==> config.mk <==
export PLATFORM = sky130hd
export DESIGN_NAME = fu_handshake_unit
export DESIGN_NICKNAME = d
export VERILOG_FILES = /design/src/rtl/fuh_pkg.sv /design/src/rtl/fuh_rdport.sv /design/src/rtl/fuh_alu.sv /design/src/rtl/fuh_ctrl.sv /design/src/rtl/fu_handshake_unit.sv
export SDC_FILE = /design/constraint.sdc
export NUM_CORES = 1
export LEC_CHECK = 0
export ABC_AREA = 1
export ABC_CLOCK_PERIOD_IN_PS = 7300
export BUFFER_PORTS_ARGS = -buffer_cell sky130_fd_sc_hd__buf_4
export CORE_ASPECT_RATIO = 0.5
export CORE_MARGIN = 2
export CORE_UTILIZATION = 48
export DETAILED_ROUTE_END_ITERATION = 10
export HOLD_SLACK_MARGIN = 0.15
export PLACE_DENSITY = 0.8
export SYNTH_ARGS = -nofsm -noshare
export SYNTH_HDL_FRONTEND = slang
export SYNTH_SLANG_ARGS = --single-unit
==> constraint.sdc <==
create_clock -name clk_i -period 7.3 [get_ports clk_i]
set_input_delay 1.46 -clock clk_i [delete_from_list [all_inputs] [get_ports clk_i]]
set_output_delay 1.46 -clock clk_i [all_outputs]
set_load 0.01 [all_outputs]
==> src/rtl/fuh_pkg.sv <==
package fuh_pkg;
    localparam int unsigned OP_W  = 2;
    localparam int unsigned NRD   = 2;
    localparam int unsigned PORT_A = 0;
    localparam int unsigned PORT_B = 1;

    localparam logic [OP_W-1:0] OPC_PASS = 2'd0;
    localparam logic [OP_W-1:0] OPC_ADD  = 2'd1;

    typedef enum logic [1:0] {
        ST_IDLE  = 2'd0,
        ST_READ  = 2'd1,
        ST_WRITE = 2'd2
    } fu_state_e;
endpackage

==> src/rtl/fuh_rdport.sv <==
module fuh_rdport #(
    parameter int unsigned W = 16
) (
    input  logic         clk_i,
    input  logic         rst_ni,
    input  logic         start_i,
    input  logic         need_i,
    input  logic [W-1:0] init_i,
    input  logic         go_i,
    input  logic [W-1:0] src_i,
    output logic         rel_o,
    output logic         pend_o,
    output logic [W-1:0] val_o
);
    typedef struct packed {
        logic         rel;
        logic [W-1:0] val;
    } port_t;

    port_t st_d, st_q;
    logic  take;

    assign take = st_q.rel && go_i;

    always_comb begin
        st_d = st_q;
        if (start_i) begin
            st_d.rel = need_i;
            st_d.val = init_i;
        end else if (take) begin
            st_d.rel = 1'b0;
            st_d.val = src_i;
        end
    end

    always_ff @(posedge clk_i) begin
        if (!rst_ni) st_q <= '0;
        else         st_q <= st_d;
    end

    assign rel_o  = st_q.rel;
    assign pend_o = st_q.rel && !go_i;
    assign val_o  = take ? src_i : st_q.val;
endmodule

==> src/rtl/fuh_alu.sv <==
module fuh_alu #(
    parameter int unsigned W = 16
) (
    input  logic [fuh_pkg::OP_W-1:0] op_i,
    input  logic                     inv_i,
    input  logic [W-1:0]             a_i,
    input  logic [W-1:0]             b_i,
    output logic [W-1:0]             y_o
);
    import fuh_pkg::*;
    logic [W-1:0] a_eff;

    always_comb begin
        a_eff = inv_i ? ~a_i : a_i;
        if (op_i == OPC_ADD) y_o = a_eff + b_i;
        else                 y_o = a_eff;
    end
endmodule

==> src/rtl/fuh_ctrl.sv <==
module fuh_ctrl #(
    parameter int unsigned W = 16
) (
    input  logic                     clk_i,
    input  logic                     rst_ni,
    input  logic                     issue_i,
    input  logic [fuh_pkg::OP_W-1:0] op_i,
    input  logic                     inv_i,
    input  logic [fuh_pkg::NRD-1:0]  pend_i,
    input  logic [W-1:0]             alu_y_i,
    input  logic                     wr_go_i,
    output logic                     start_o,
    output logic [fuh_pkg::OP_W-1:0] op_o,
    output logic                     inv_o,
    output logic                     busy_o,
    output logic                     wr_rel_o,
    output logic [W-1:0]             result_o
);
    import fuh_pkg::*;

    typedef struct packed {
        fu_state_e       state;
        logic [OP_W-1:0] op;
        logic            inv;
        logic [W-1:0]    res;
    } ctrl_t;

    ctrl_t c_d, c_q;

    assign start_o = issue_i && (c_q.state == ST_IDLE);

    always_comb begin
        c_d = c_q;
        unique case (c_q.state)
            ST_IDLE: begin
                if (issue_i) begin
                    c_d.state = ST_READ;
                    c_d.op    = op_i;
                    c_d.inv   = inv_i;
                end
            end
            ST_READ: begin
                if (pend_i == '0) begin
                    c_d.state = ST_WRITE;
                    c_d.res   = alu_y_i;
                end
            end
            ST_WRITE: begin
                if (wr_go_i) c_d.state = ST_IDLE;
            end
            default: c_d.state = ST_IDLE;
        endcase
    end

    always_ff @(posedge clk_i) begin
        if (!rst_ni) c_q <= '{state: ST_IDLE, op: '0, inv: 1'b0, res: '0};
        else         c_q <= c_d;
    end

    assign op_o     = c_q.op;
    assign inv_o    = c_q.inv;
    assign busy_o   = c_q.state != ST_IDLE;
    assign wr_rel_o = c_q.state == ST_WRITE;
    assign result_o = c_q.res;
endmodule

==> src/rtl/fu_handshake_unit.sv <==
module fu_handshake_unit #(
    parameter int unsigned W = 16
) (
    input  logic                     clk_i,
    input  logic                     rst_ni,
    input  logic                     issue_i,
    input  logic [fuh_pkg::OP_W-1:0] op_i,
    input  logic                     inv_a_i,
    input  logic                     zero_a_i,
    input  logic [W-1:0]             imm_i,
    input  logic                     imm_valid_i,
    input  logic [fuh_pkg::NRD-1:0]  rd_mask_i,
    input  logic [fuh_pkg::NRD-1:0]  rd_go_i,
    input  logic [W-1:0]             src_a_i,
    input  logic [W-1:0]             src_b_i,
    output logic [fuh_pkg::NRD-1:0]  rd_rel_o,
    input  logic                     wr_go_i,
    output logic                     wr_rel_o,
    output logic [W-1:0]             result_o,
    output logic                     busy_o
);
    import fuh_pkg::*;

    logic                start;
    logic [OP_W-1:0]     op_q;
    logic                inv_q;
    logic [NRD-1:0]      need;
    logic [NRD-1:0]      pend;
    logic [W-1:0]        init  [NRD];
    logic [W-1:0]        src   [NRD];
    logic [W-1:0]        opnd  [NRD];
    logic [W-1:0]        alu_y;

    always_comb begin
        need[PORT_A] = !rd_mask_i[PORT_A] && !zero_a_i;
        need[PORT_B] = !rd_mask_i[PORT_B] && !imm_valid_i;
        init[PORT_A] = '0;
        init[PORT_B] = imm_valid_i ? imm_i : '0;
        src[PORT_A]  = src_a_i;
        src[PORT_B]  = src_b_i;
    end

    fuh_ctrl #(.W(W)) u_ctrl (
        .clk_i    (clk_i),
        .rst_ni   (rst_ni),
        .issue_i  (issue_i),
        .op_i     (op_i),
        .inv_i    (inv_a_i),
        .pend_i   (pend),
        .alu_y_i  (alu_y),
        .wr_go_i  (wr_go_i),
        .start_o  (start),
        .op_o     (op_q),
        .inv_o    (inv_q),
        .busy_o   (busy_o),
        .wr_rel_o (wr_rel_o),
        .result_o (result_o)
    );

    for (genvar k = 0; k < NRD; k++) begin : g_rd
        fuh_rdport #(.W(W)) u_port (
            .clk_i   (clk_i),
            .rst_ni  (rst_ni),
            .start_i (start),
            .need_i  (need[k]),
            .init_i  (init[k]),
            .go_i    (rd_go_i[k]),
            .src_i   (src[k]),
            .rel_o   (rd_rel_o[k]),
            .pend_o  (pend[k]),
            .val_o   (opnd[k])
        );
    end

    fuh_alu #(.W(W)) u_alu (
        .op_i  (op_q),
        .inv_i (inv_q),
        .a_i   (opnd[PORT_A]),
        .b_i   (opnd[PORT_B]),
        .y_o   (alu_y)
    );
endmodule

==> impl_metrics.tcl <==
set metrics [dict create \
    synth-seq-cells 55 \
    hold_class "reg -> reg" \
    placed_cells 679 \
    final_common_cell "nand2_1" \
    fp.coreArea_um2 7350 \
    reg2reg_setup_slack_ps 4410 \
    crit_arrival_ps 3970 \
    top_usage_layer "met2" \
    startpoint "rd_go_i[0]" \
    drt_wl_total_um 8340 \
    yosys_warnings 0 \
    wire_per_inst_um 12.2 \
    start_kind "input port" \
    fin_total_pwr_w 0.000812 \
    chipWidth_um 127 \
    ctsHoldBuffers 0 \
    status "finished clean" \
    seqPwrFrac 0.401 \
    rsz0062_at_grt "false" \
    grtUsageMet2 0.375 \
    seq_area_frac_synth 0.303 \
    dpl.hpwl_um 6450 \
    relSlewSlack 0.315 \
    fin_crit_sh 0.519 \
    row_count 22 \
    ios 81 \
    syn_area_um2 3640 \
    drtIter0Drc 163 \
    htree_levels 2 \
    cts.sink_count 55 \
    clk_latency_ps 300 \
    use_met3 0.0489 \
    combinationalPowerShare 0.265 \
    grt_pass1_vias 3179 \
    p_int_w 0.000568 \
    dieArea_um2 8330 \
    ir_drop_mv 0.0849 \
    r2r_end "u_ctrl.result_o[6]" \
    n_fill_cell 708 \
    clock_path_buffers 2 \
    antenna_cells 0 \
    grt_max_degree 31 \
    endpoint_kind "flop" \
    areaGrowthSynthToFinish_pct 18.3 \
    worstReg2RegStart "g_rd[0].u_port.rel_o" \
    grt_overflow 0 \
    path_clk_slew_ps 70 \
    drc_errors 0 \
    p_leak_nw 2.28 \
    root_buffer "clkbuf_16" \
    ant_nets 0 \
    setup_violations 0 \
    tns_ps 0 \
    p_per_area_nw_per_um2 189 \
    dr.pass1.iters 5 \
    vias_per_cell 4.90 \
    tritoncts "built" \
    antenna_found_initial 0 \
    worst_slew_pin_slew_ps 1020 \
    portBuffers 80 \
    drive_above_1_share 0.212 \
    synth_cell_type_count 35 \
    max-cap-violations 0 \
    grt_pass1_wl_um 14100 \
    min_period_ps 3790 \
    rr_worst_depth 12 \
    syn_inst 536 \
    finish.utilization 0.586 \
    hold_viol_final 0 \
    syn_area_per_cell_um2 6.79 \
    crit_end "u_ctrl.result_o[6]" \
    final_cell_count_no_fill 686 \
    crit_fanout 30 \
    gp_congestion 0.912 \
    cts.repair.resized 0 \
    final_nets 667 \
    cts_setup_buffers 0 \
    switching_power_w 0.000244 \
    synth_nets 613 \
    maxSlewViolCount 0 \
    skew_ps 6.80 \
    die_height_um 65.6 \
    vias 3360 \
    use_met1 0.258 \
    final_cell_mix "nand2_1, inv_1, buf_4" \
    p_clk_frac 0.334 \
    worstPathRequired_ps 7480 \
    numCtsBuffers 5 \
    switching_share 0.301 \
    clock.fmax_mhz 264 \
    groute.usage.overall 0.212 \
    initial_core_util 0.495 \
    critical_path_class "in -> reg" \
]
## worst min-delay path by stage
stage,from,endpoint,slack [ps],depth (start not counted)
after global placement,u_ctrl.op_o[0],u_ctrl.op_o[0],450,2
final,u_ctrl.op_o[0],u_ctrl.op_o[0],470,2
after CTS,u_ctrl.op_o[0],u_ctrl.op_o[0],480,2
after global routing,u_ctrl.op_o[0],u_ctrl.op_o[0],510,2
after floorplan,u_ctrl.op_o[0],u_ctrl.op_o[0],430,2
after detailed placement,u_ctrl.op_o[0],u_ctrl.op_o[0],470,2
## final cells by class
class	instances	area [µm²]	area share
timing repair buffer	81	608	0.141
clock inverter	2	37.5	0.00872
sequential	55	1100	0.256
clock buffer	5	125	0.0291
inverter	93	349	0.0811
tap	96	120	0.0279
multi-input combinational	354	1960	0.456
## metrics by stage
step | worst slack, ps | hold slack, ps | cell area (µm²)
2_1_floorplan | 3680 | 430 | 3640
3_3_place_gp | 3270 | 446 | 4140
3_5_place_dp | 3220 | 470 | 4140
4_1_cts | 3520 | 478 | 4310
5_1_grt | 3310 | 505 | 4310
6_report | 3510 | 475 | 4310
## cells in the mapped netlist
library cell / number / area, µm²
o21ai_0: 37 / 185
o21a_1: 2 / 15.0
inv_2: 2 / 7.51
nor2_1: 30 / 113
clkbuf_2: 1 / 5.00
nand4_1: 1 / 6.26
buf_4: 20 / 150
nand3_2: 1 / 10.0
a31oi_1: 2 / 12.5
fa_1: 1 / 20.0
a21oi_1: 28 / 140
o21ai_2: 12 / 105
o22ai_1: 1 / 6.26
nor2_4: 1 / 11.3
buf_6: 2 / 22.5
nand3_1: 29 / 145
nor3_1: 2 / 10.0
o21ai_1: 1 / 5.00
mux2i_2: 2 / 27.5
ha_1: 15 / 188
nand3b_1: 5 / 37.5
inv_1: 91 / 342
and2_1: 3 / 18.8
xnor2_1: 1 / 8.76
clkbuf_1: 7 / 26.3
buf_2: 4 / 20.0
o211ai_1: 1 / 7.51
nor3_2: 1 / 10.0
dfxtp_1: 55 / 1100
nand2_1: 141 / 529
nand2_2: 1 / 6.26
mux2_2: 15 / 169
xor2_1: 18 / 158
o21bai_1: 1 / 7.51
or2_2: 2 / 12.5
## kinds of logic after synthesis
| kind of cell | Yosys count | synth area share |
|---|---|---|
| AND/OR/NAND/NOR | 217 | 0.250 |
| buffers and inverters | 127 | 0.157 |
| AO/OA/AOI/OAI | 85 | 0.133 |
| flip-flops | 55 | 0.303 |
| XOR/XNOR | 19 | 0.0457 |
| multiplexers | 17 | 0.0540 |
| adder cells (fa/ha/maj) | 16 | 0.0571 |
## metal layers
metal / wire [µm] / vias to the layer above
met2: 3880 / 92
met1: 3840 / 1497
met5: 0 / -
met4: 128 / 0
met3: 488 / 12
li1: - / 1759
## sequential cells by signal, summed over array words and instances (netlist names)
| name | flops |
|---|---|
| g_rd.u_port.rel_o | 2 |
| u_ctrl.c_q | 2 |
| u_ctrl.op_o | 2 |
| u_ctrl.inv_o | 1 |
| u_ctrl.result_o | 16 |
| g_rd.u_port.st_q | 32 |
## worst max-delay path: stages
cell      delay [ps]
buf_4            130
nand2_2          490
mux2i_2          320
xor2_1           130
ha_1             240
fa_1             410
nand2_1           80
nand2_1           70
nand3b_1          80
nand2_1          120
or2_2            290
nand3_1           70
a31oi_1           80
## power by group through the flow
stage | logic [W] | clock network (W) | registers (W)
after floorplan | 0.000155 | 0 | 0.000330
after global placement | 0.000210 | 0 | 0.000332
after detailed placement | 0.000214 | 0 | 0.000332
after CTS | 0.000215 | 0.000275 | 0.000325
after global routing | 0.000243 | 0.000289 | 0.000327
final | 0.000215 | 0.000271 | 0.000326
(Power assumes the default switching activity.)
